**src/rtl/sticky_shr_pkg.sv**
```systemverilog
package sticky_shr_pkg;
  // Which of the four shift regimes a count selects.
  typedef enum logic [1:0] {
    SHR_SMALL = 2'd0,  // count below one word
    SHR_WORD  = 2'd1,  // count exactly one word
    SHR_CROSS = 2'd2,  // count between one and two words
    SHR_SAT   = 2'd3   // count two words or more
  } shr_path_e;
endpackage

```
**src/rtl/sticky_shr_classify.sv**
```systemverilog
module sticky_shr_classify
  import sticky_shr_pkg::*;
#(
  parameter int WORD_W = 64,
  parameter int CNT_W  = 8
) (
  input  logic [CNT_W-1:0] cnt,
  output shr_path_e        path
);
  localparam int AW = CNT_W + 1;
  localparam logic [AW-1:0] ONE_WORD = AW'(WORD_W);
  localparam logic [AW-1:0] TWO_WORD = AW'(2 * WORD_W);

  logic [AW-1:0] cnt_x;
  assign cnt_x = {1'b0, cnt};

  always_comb begin
    if (cnt_x >= TWO_WORD)      path = SHR_SAT;
    else if (cnt_x > ONE_WORD)  path = SHR_CROSS;
    else if (cnt_x == ONE_WORD) path = SHR_WORD;
    else                        path = SHR_SMALL;
  end
endmodule

```
**src/rtl/sticky_shr_lanes.sv**
```systemverilog
module sticky_shr_lanes #(
  parameter int WORD_W = 64,
  parameter int CNT_W  = 8
) (
  input  logic [WORD_W-1:0] hi,
  input  logic [WORD_W-1:0] lo,
  input  logic [CNT_W-1:0]  cnt,
  output logic [WORD_W-1:0] small_hi,
  output logic [WORD_W-1:0] small_lo,
  output logic [WORD_W-1:0] word_lo,
  output logic [WORD_W-1:0] cross_lo,
  output logic [WORD_W-1:0] sat_lo
);
  localparam int AW = CNT_W + 1;
  localparam logic [AW-1:0] ONE_WORD = AW'(WORD_W);
  localparam logic [AW-1:0] TWO_WORD = AW'(2 * WORD_W);

  logic [AW-1:0] cnt_x;
  logic [AW-1:0] small_back;   // left shift that exposes the bits leaving the word
  logic [AW-1:0] cross_amt;    // shift of the upper word in the cross regime
  logic [AW-1:0] cross_back;
  logic          lo_any;
  logic          hi_any;
  logic          small_stk;
  logic          cross_stk;

  assign cnt_x      = {1'b0, cnt};
  assign small_back = ONE_WORD - cnt_x;
  assign cross_amt  = cnt_x - ONE_WORD;
  assign cross_back = TWO_WORD - cnt_x;
  assign lo_any     = |lo;
  assign hi_any     = |hi;

  // Below one word: both words move, upper-word bits drop into the lower word.
  assign small_hi  = hi >> cnt_x;
  assign small_stk = |(lo << small_back);
  assign small_lo  = (lo >> cnt_x) | (hi << small_back) | {{(WORD_W-1){1'b0}}, small_stk};

  // Exactly one word: the upper word becomes the lower word.
  assign word_lo = hi | {{(WORD_W-1){1'b0}}, lo_any};

  // Between one and two words: only part of the upper word survives.
  assign cross_stk = (|(hi << cross_back)) | lo_any;
  assign cross_lo  = (hi >> cross_amt) | {{(WORD_W-1){1'b0}}, cross_stk};

  // Two words or more: only the sticky flag survives.
  assign sat_lo = {{(WORD_W-1){1'b0}}, hi_any | lo_any};
endmodule

```
**src/rtl/sticky_shr_outreg.sv**
```systemverilog
module sticky_shr_outreg #(
  parameter int WORD_W  = 64,
  parameter bit OUT_REG = 1'b1
) (
  input  logic              clk,
  input  logic              rst,
  input  logic [WORD_W-1:0] hi_d,
  input  logic [WORD_W-1:0] lo_d,
  output logic [WORD_W-1:0] hi_q,
  output logic [WORD_W-1:0] lo_q
);
  generate
    if (OUT_REG) begin : g_reg
      always_ff @(posedge clk) begin
        if (rst) begin
          hi_q <= '0;
          lo_q <= '0;
        end else begin
          hi_q <= hi_d;
          lo_q <= lo_d;
        end
      end
    end else begin : g_comb
      assign hi_q = hi_d;
      assign lo_q = lo_d;
    end
  endgenerate
endmodule

```
**src/rtl/sticky_shr128.sv**
```systemverilog
module sticky_shr128
  import sticky_shr_pkg::*;
#(
  parameter int WORD_W  = 64,
  parameter int CNT_W   = 8,
  parameter bit OUT_REG = 1'b1
) (
  input  logic              clk,
  input  logic              rst,
  input  logic [WORD_W-1:0] hi_in,
  input  logic [WORD_W-1:0] lo_in,
  input  logic [CNT_W-1:0]  shamt,
  output logic [WORD_W-1:0] hi_out,
  output logic [WORD_W-1:0] lo_out
);
  localparam int AW = CNT_W + 1;
  localparam logic [AW-1:0] ONE_WORD = AW'(WORD_W);
  localparam logic [AW-1:0] TWO_WORD = AW'(2 * WORD_W);

  shr_path_e         path;
  logic [WORD_W-1:0] small_hi, small_lo, word_lo, cross_lo, sat_lo;
  logic [WORD_W-1:0] hi_d, lo_d;

  sticky_shr_classify #(.WORD_W(WORD_W), .CNT_W(CNT_W)) u_classify (
    .cnt  (shamt),
    .path (path)
  );

  sticky_shr_lanes #(.WORD_W(WORD_W), .CNT_W(CNT_W)) u_lanes (
    .hi       (hi_in),
    .lo       (lo_in),
    .cnt      (shamt),
    .small_hi (small_hi),
    .small_lo (small_lo),
    .word_lo  (word_lo),
    .cross_lo (cross_lo),
    .sat_lo   (sat_lo)
  );

  always_comb begin
    hi_d = '0;
    unique case (path)
      SHR_SMALL: begin hi_d = small_hi; lo_d = small_lo; end
      SHR_WORD:  lo_d = word_lo;
      SHR_CROSS: lo_d = cross_lo;
      default:   lo_d = sat_lo;
    endcase
  end

  sticky_shr_outreg #(.WORD_W(WORD_W), .OUT_REG(OUT_REG)) u_out (
    .clk  (clk),
    .rst  (rst),
    .hi_d (hi_d),
    .lo_d (lo_d),
    .hi_q (hi_out),
    .lo_q (lo_out)
  );

  generate
    if (OUT_REG) begin : g_chk

      zero_pass_chk: assert property (@(posedge clk) disable iff (rst)
        (!$past(rst) && $past(shamt) == '0) |->
          (hi_out == $past(hi_in) && lo_out == $past(lo_in)));


      small_hi_chk: assert property (@(posedge clk) disable iff (rst)
        (!$past(rst) && {1'b0, $past(shamt)} < ONE_WORD) |->
          (hi_out == ($past(hi_in) >> $past(shamt))));


      upper_clear_chk: assert property (@(posedge clk) disable iff (rst)
        (!$past(rst) && {1'b0, $past(shamt)} >= ONE_WORD) |-> (hi_out == '0));


      sat_collapse_chk: assert property (@(posedge clk) disable iff (rst)
        (!$past(rst) && {1'b0, $past(shamt)} >= TWO_WORD) |->
          (lo_out[WORD_W-1:1] == '0 && lo_out[0] == ($past(hi_in) != '0 || $past(lo_in) != '0)));


      never_lost_chk: assert property (@(posedge clk) disable iff (rst)
        (!$past(rst) && ($past(hi_in) != '0 || $past(lo_in) != '0)) |->
          (hi_out != '0 || lo_out != '0));


      reset_clear_chk: assert property (@(posedge clk)
        $past(rst) |-> (hi_out == '0 && lo_out == '0));
    end
  endgenerate
endmodule

```
**config.mk**
```make
export PLATFORM = sky130hd
export DESIGN_NAME = sticky_shr128
export DESIGN_NICKNAME = d
export VERILOG_FILES = /design/src/rtl/sticky_shr_pkg.sv /design/src/rtl/sticky_shr_classify.sv /design/src/rtl/sticky_shr_lanes.sv /design/src/rtl/sticky_shr_outreg.sv /design/src/rtl/sticky_shr128.sv
export SDC_FILE = /design/constraint.sdc
export NUM_CORES = 2
export LEC_CHECK = 0
export BUFFER_PORTS_ARGS = -buffer_cell sky130_fd_sc_hd__buf_4
export CELL_PAD_IN_SITES_DETAIL_PLACEMENT = 0
export CELL_PAD_IN_SITES_GLOBAL_PLACEMENT = 1
export CORE_MARGIN = 2
export CORE_UTILIZATION = 40
export CTS_CLUSTER_SIZE = 14
export DETAILED_ROUTE_END_ITERATION = 7
export PLACE_DENSITY = 0.81
export SYNTH_ARGS = -nofsm -noshare
export SYNTH_HDL_FRONTEND = slang
export SYNTH_HIERARCHICAL = 1
export SYNTH_SLANG_ARGS = --single-unit
```
**constraint.sdc**
```tcl
create_clock -name clk -period 4.65 [get_ports clk]
set_input_delay 0.465 -clock clk [delete_from_list [all_inputs] [get_ports clk]]
set_output_delay 0.465 -clock clk [all_outputs]
set_load 0.05 [all_outputs]
```
== Word-level counts from Yosys, hierarchy flattened ==
Cells that the tools add are included.

* Output and inout port bits: 128
* Logic and storage cells: 33
* Bits in registers: 128

* Eq/ne operators: 3
* Add/sub/neg operators: 3
* Reductions and logical operators: 6
* Multiplexer cells: 4
* Bitwise gates (word level): 7
* Shift-type cells: 6
* Magnitude comparators: 2

{| class="wikitable"
|+ Operators by type and width
! operator !! count
|-
| 64-bit OR reduction || 4
|-
| 64-bit by 1-bit bitwise OR with 64-bit output || 3
|-
| 64-bit case mux with 3 select lines || 1
|-
| 64-bit by 9-bit left shift with 64-bit output || 3
|-
| 64-bit by 8-bit right shift with 64-bit output || 2
|-
| 64-bit bitwise OR || 1
|-
| 64-bit by 9-bit right shift with 64-bit output || 1
|-
| 7-bit by 8-bit subtractor with 9-bit output, first input constant || 1
|-
| 8-bit by 7-bit subtractor with 9-bit output, second input constant || 1
|-
| 8-bit by 8-bit subtractor with 9-bit output, first input constant || 1
|-
| 8-bit by 7-bit == test with 1-bit output, second input constant || 1
|-
| 8-bit >= comparator, second input constant || 1
|-
| 8-bit by 7-bit greater-than comparator with 1-bit output, second input constant || 1
|-
| 2-bit two-way mux || 2
|-
| 2-bit by 1-bit == test with 1-bit output, second input constant || 1
|-
| 2-bit == test, second input constant || 1
|-
| 2-bit zero test || 1
|-
| 1-bit bitwise OR || 2
|-
| 2-bit OR reduction || 1
|-
| 1-bit two-way mux || 1
|-
| 1-bit NOT || 1
|}

== Logic depth before layout (Yosys ltp) ==
* Depth after elaboration: 7
* Depth in mapped cells: 21
* Depth with buffers taken out: 14

== Cells and area by module ==
The synthesis kept the hierarchy.

{| class="wikitable"
|+ Modules (own cells, without submodules)
! module !! times used !! area an instance (sq um) !! cells an instance !! sequential area each (sq um)
|-
| sticky_shr_lanes || 1 || 17473.0 || 2840 || 0.0
|-
| sticky_shr_outreg || 1 || 3464.6 || 270 || 2562.5
|-
| sticky_shr128 || 1 || 2137.0 || 156 || 0.0
|-
| sticky_shr_classify || 1 || 38.8 || 6 || 0.0
|}

== Least setup slack after synthesis ==
OpenSTA, ideal clock, no wires.

* Path type: input to register
* From: in shamt[0]
* To: reg u_out.lo_q[0]
* Cell stages on the path: 19
* Arrival: 4517 ps
* Library setup time: 118 ps
* Buffers on the path: 8
* Setup slack: 16 ps
* Path through: buf_4 inv_1 buf_2 buf_1 buf_1 ha_1 inv_1 clkbuf_1 clkbuf_1 buf_1 clkbuf_1 a31oi_1 o31ai_1 o221ai_1 o21ai_0 o311a_1 o221ai_1 mux4_2 nor2b_1

* Elaborated cells between the ends (all ways): 24
* Classes of those cells: add/sub: 3; order compare: 2; eq/ne: 3; shift: 5; mux: 4; bitwise: 4; reduce/logical: 3

{| class="wikitable"
|+ RTL lines
! item !! RTL line !! RTL
|-
| start, declared || sticky_shr128.sv:12 || <nowiki>input logic [CNT_W-1:0] shamt,</nowiki>
|-
| 7-bit by 8-bit subtractor with 9-bit output || sticky_shr_lanes.sv:28 || <nowiki>assign small_back = ONE_WORD - cnt_x;</nowiki>
|-
| 64-bit by 9-bit left shift with 64-bit output (on tied branches) || sticky_shr_lanes.sv:36, sticky_shr_lanes.sv:37 ||
|-
| 64-bit OR reduction or 64-bit bitwise OR (tied branches) || sticky_shr_lanes.sv:36, sticky_shr_lanes.sv:37 ||
|-
| 64-bit by 1-bit bitwise OR with 64-bit output * || sticky_shr_lanes.sv:37 || <nowiki>assign small_lo = (lo >> cnt_x) | (hi << small_back) | {{(WORD_W-1){1'b0}}, small_stk};</nowiki>
|-
| via small_lo[0] || sticky_shr128.sv:21 || <nowiki>logic [WORD_W-1:0] small_hi, small_lo, word_lo, cross_lo, sat_lo;</nowiki>
|-
| 64-bit case mux with 3 select lines * || sticky_shr128.sv:42 || <nowiki>unique case (path)</nowiki>
|-
| via lo_d[0] || sticky_shr128.sv:22 || <nowiki>logic [WORD_W-1:0] hi_d, lo_d;</nowiki>
|-
| end signal, assigned || sticky_shr_outreg.sv:20 || <nowiki>lo_q <= lo_d;</nowiki>
|-
| end, declared || sticky_shr_outreg.sv:10 || <nowiki>output logic [WORD_W-1:0] lo_q</nowiki>
|}

Mark *: on every way through the listed nets, which the timed path passes. The rest lies on a longest branch.
A chain may end at the register's enable or synchronous reset.

== Worst setup path in the final report ==
* From: in shamt[7]
* To: reg u_out.lo_q[0]

The elaborated chain is that of the path after synthesis.

==> parameters.txt <==
Parameter                              Value

Outcome
  Outcome ... finished, final reports clean

Logic synthesis
  Unique masters post-synth ... between 80 and 90
  Multiplexer area fraction after synthesis ... 0.240
  Combinational family with the most area after synthesis ... simple AND/OR/NAND/NOR gates
  Post-synth top area share ... 0.129
  Post-synthesis area per instance ... between 7 and 8 µm²
  Synthesized netlist cell count ... 3,272
  Compound-gate portion of the synthesized area ... 0.252
  Post-Synthesis Cell Area ... 23,100 µm²
  Synth Area in XOR/XNOR ... 0.00417
  Post-synthesis share of cell area spent on full adders, half adders and majority gates ... 0.00217
  Yosys synthesis warning count ... 6
  Register bit total from synthesis ... 128
  Sequential area share after synthesis ... 0.111
  Dominant cells by area after synthesis ... sky130_fd_sc_hd__mux4_2 13%, sky130_fd_sc_hd__dfxtp_1 11%, sky130_fd_sc_hd__mux2i_1 9.2%, sky130_fd_sc_hd__nor2_1 8.4%, sky130_fd_sc_hd__a21oi_1 5.1%
  Fraction of registers with async set or reset after synthesis ... 0
  Synth Area in Simple Gates ... 0.278
  Count of flip-flops with a built-in enable after synthesis ... 0
  Primary FF master, synth ... sky130_fd_sc_hd__dfxtp_1
  Cell taking the most area after synthesis ... sky130_fd_sc_hd__mux4_2

Route
  ANT nets after route ... 0
  Number of search-and-repair iterations in the first detailed-routing pass ... 7
  Total length of routed met3 wires ... 18,000 µm
  Drt initial violations ... about 5,000
  Wire length the detailed router placed on met1 ... approximately 54,000 µm
  Average detailed-routed wire length per instance ... 33.0 µm
  Number of design rule violations left after detail routing ... 0
  WL met2 ... approximately 57,000 µm
  Post-detailed-route via-to-cell ratio ... approximately 6.8
  Highest metal layer used by the detailed router ... met4
  Final routed wirelength across all metal layers ... 137,000 µm
  Via count of the routed design ... 28,300

Power and ir drop
  Pwr Density ... ~230 nW/µm²
  Total power consumption of the routed design ... 6090 µW
  Max VDD drop ... around 250 µV
  Static Leakage ... around 0.010 µW

STA
  Max Slew Vio Count ... 0
  Slew @ Worst Pin ... around 1100 ps
  Setup repair after global routing missed its margin ... no
  Minimum clock period ... 4450 ps
  Highest clock rate ... 225 MHz
  Hold_ws ... 589 ps
  Final critical-path setup slack ... 204 ps
  Number of setup violations in the final report ... 0
  Final number of hold-violating endpoints ... 0
  Max-slew headroom ... 0.252
  Final period util ... 0.956

Clocking
  Register clock-pin slew on the reported worst setup and hold paths ... 80 ps
  Deepest clock path buffer count ... 2
  CTS buffer count ... 17
  CTS H-tree lvls ... 4
  Post_cts resized ... 0
  Buffer count from post-CTS setup fixing ... 0
  CTS tree ... done
  Hold bufs inserted after CTS ... 0
  Clock net sink count ... 128
  Clk Tree Root Cell ... sky130_fd_sc_hd__clkbuf_16

Critical path
  Data required, critical path ... 4970 ps
  Critical path start-end classification ... input port to flip-flop
  CP max stage cell ... sky130_fd_sc_hd__a2111oi_0
  Max FO, Critical Path ... 18
  Series of cell instances along the critical path ... buf_4 -> clkinv_1 -> ha_1 -> a31oi_1 -> or2_2 -> buf_4 -> o311ai_0 -> o32a_1 -> a2111oi_0 -> buf_4 -> o311a_1 -> o221ai_1 -> mux4_2 -> nor2b_1
  Endpoint kind of the worst setup timing path ... flip-flop
  Cell repeated most along the worst path ... sky130_fd_sc_hd__buf_4
  Max incr delay on CP ... 910 ps
  Critical path data arrival time ... 4770 ps
  Nature of the critical path startpoint ... input port

Die
  Width of the chip ... around 240 µm
  Site row count ... 88
  Y dimension of the die ... between 200 and 250 µm
  Die footprint ... between 50,000 and 60,000 µm²
  Number of top-level pins ... 266
  Initial core utilization ... 0.403
  Area of the placeable core ... 57,400 µm²

GRT
  Overall routing resource usage ... 0.438
  Largest net degree at the start of global routing ... ~130
  First-pass GRT wire length ... 189,000 µm
  Number of global-route vias before repair ... 25,500
  Remaining Overflow, GRT ... 0
  Antenna violations before repair ... 7

Finish
  Fill cell total of the finished layout ... 6,045
  Layout net count ... around 3,500
  Fraction of layout cells with a size suffix above 1 ... 0.216
  Most frequent cells in the layout ... 516 x sky130_fd_sc_hd__nor2_1, 445 x sky130_fd_sc_hd__buf_4, 235 x sky130_fd_sc_hd__a21oi_1
  Leading cell type in the layout, fill and taps excluded ... sky130_fd_sc_hd__nor2_1
  Area growth syn-to-layout ... 14.5%

Place
  Number of port buffers ... 265
  GPL Wtd Cong ... 1.10
  Post-placement worst setup slack ... -67.3 ps
  Detailed-placement wirelength estimate ... 105,000 µm

Min path
  Startpoint of the lowest-slack hold path ... hi_in[28]
  Min-delay worst type ... input port to flip-flop
  Terminating pin of the worst hold path ... u_out/lo_q[28]
  Hold Path Stages ... 3

Flow run
  Maximum capacitance violations ... 0
[layer usage]
layer,vias to the layer above,GRT usage
li1,12100,-
met5,-,0
met4,0,0.194
met1,13700,0.584
met2,2132,0.647
met3,360,0.136
[per-stage QoR]
stage          std cells   util  area (µm²)  TNS (ps)
3_5_place_dp        4107  0.450       25800     -67.3
2_1_floorplan       3334      -       23300         0
6_report            4143  0.461       26500         0
5_1_grt             4139  0.461       26400         0
3_3_place_gp        4107  0.450       25800     -10.6
4_1_cts             4139  0.461       26400         0
[cells in the mapped netlist (31+ instances only)]
master,instances
sky130_fd_sc_hd__mux4_2,132
sky130_fd_sc_hd__nor2_1,517
sky130_fd_sc_hd__nor3_1,100
sky130_fd_sc_hd__mux2i_1,212
sky130_fd_sc_hd__buf_4,147
sky130_fd_sc_hd__buf_1,58
sky130_fd_sc_hd__nor4_1,36
sky130_fd_sc_hd__mux2_2,41
sky130_fd_sc_hd__a31oi_1,41
sky130_fd_sc_hd__nand2_1,234
sky130_fd_sc_hd__o21ai_0,226
sky130_fd_sc_hd__o22ai_1,72
sky130_fd_sc_hd__nor2b_1,148
sky130_fd_sc_hd__nand3_1,70
sky130_fd_sc_hd__o211ai_1,36
sky130_fd_sc_hd__nor3b_1,65
sky130_fd_sc_hd__clkbuf_1,178
sky130_fd_sc_hd__buf_2,72
sky130_fd_sc_hd__a21oi_1,236
sky130_fd_sc_hd__a211oi_1,89
sky130_fd_sc_hd__and2_1,31
sky130_fd_sc_hd__dfxtp_1,128
sky130_fd_sc_hd__nand2b_1,40
[flip-flops by register name (all words and copies together), names as in the netlist]
register / count
u_out/hi_q: 64
u_out/lo_q: 64
[how the worst max path moves through the flow]
stage,from,depth (start not counted),end
floorplan,shamt[0],19,u_out/lo_q[0]
global placement,shamt[0],13,u_out/lo_q[0]
detailed placement,shamt[7],14,u_out/lo_q[0]
CTS,shamt[7],14,u_out/lo_q[0]
global route,shamt[7],13,u_out/lo_q[0]
finish,shamt[7],14,u_out/lo_q[0]
[worst max-delay path: cells and delay by family]
| family | cells | cell delay (ps) |
|---|---|---|
| compound gates | 6 | 1840 |
| buf+inv | 4 | 1020 |
| simple gates | 2 | 550 |
| mux | 1 | 520 |
| fa+ha+maj | 1 | 370 |
[final cells by class]
cell class,instances,area [µm²],area share
Clock inverter,14,194,0.00733
Tap cell,765,957,0.0362
Sequential cell,128,2560,0.0969
Timing Repair Buffer,472,3880,0.147
Inverter,29,114,0.00430
Clock buffer,18,439,0.0166
Multi-Input combinational cell,2713,18300,0.692
Antenna cell,4,10.0,0.000378
[cells by family after synthesis]
group	Yosys count
AO/OA/AOI/OAI	915
XOR/XNOR	11
adder cells (fa/ha/maj)	4
buffers and inverters	493
flip-flops	128
multiplexers	385
other	1
AND/OR/NAND/NOR	1335
[power by group]
part / leakage (µW) / switching [µW] / internal [µW]
clock: 0.000312 / 610 / 881
sequential: 0.00104 / 15.2 / 1140
combinational: 0.00905 / 2290 / 1160
total: 0.0104 / 2920 / 3170
(Power assumes the default switching activity.)
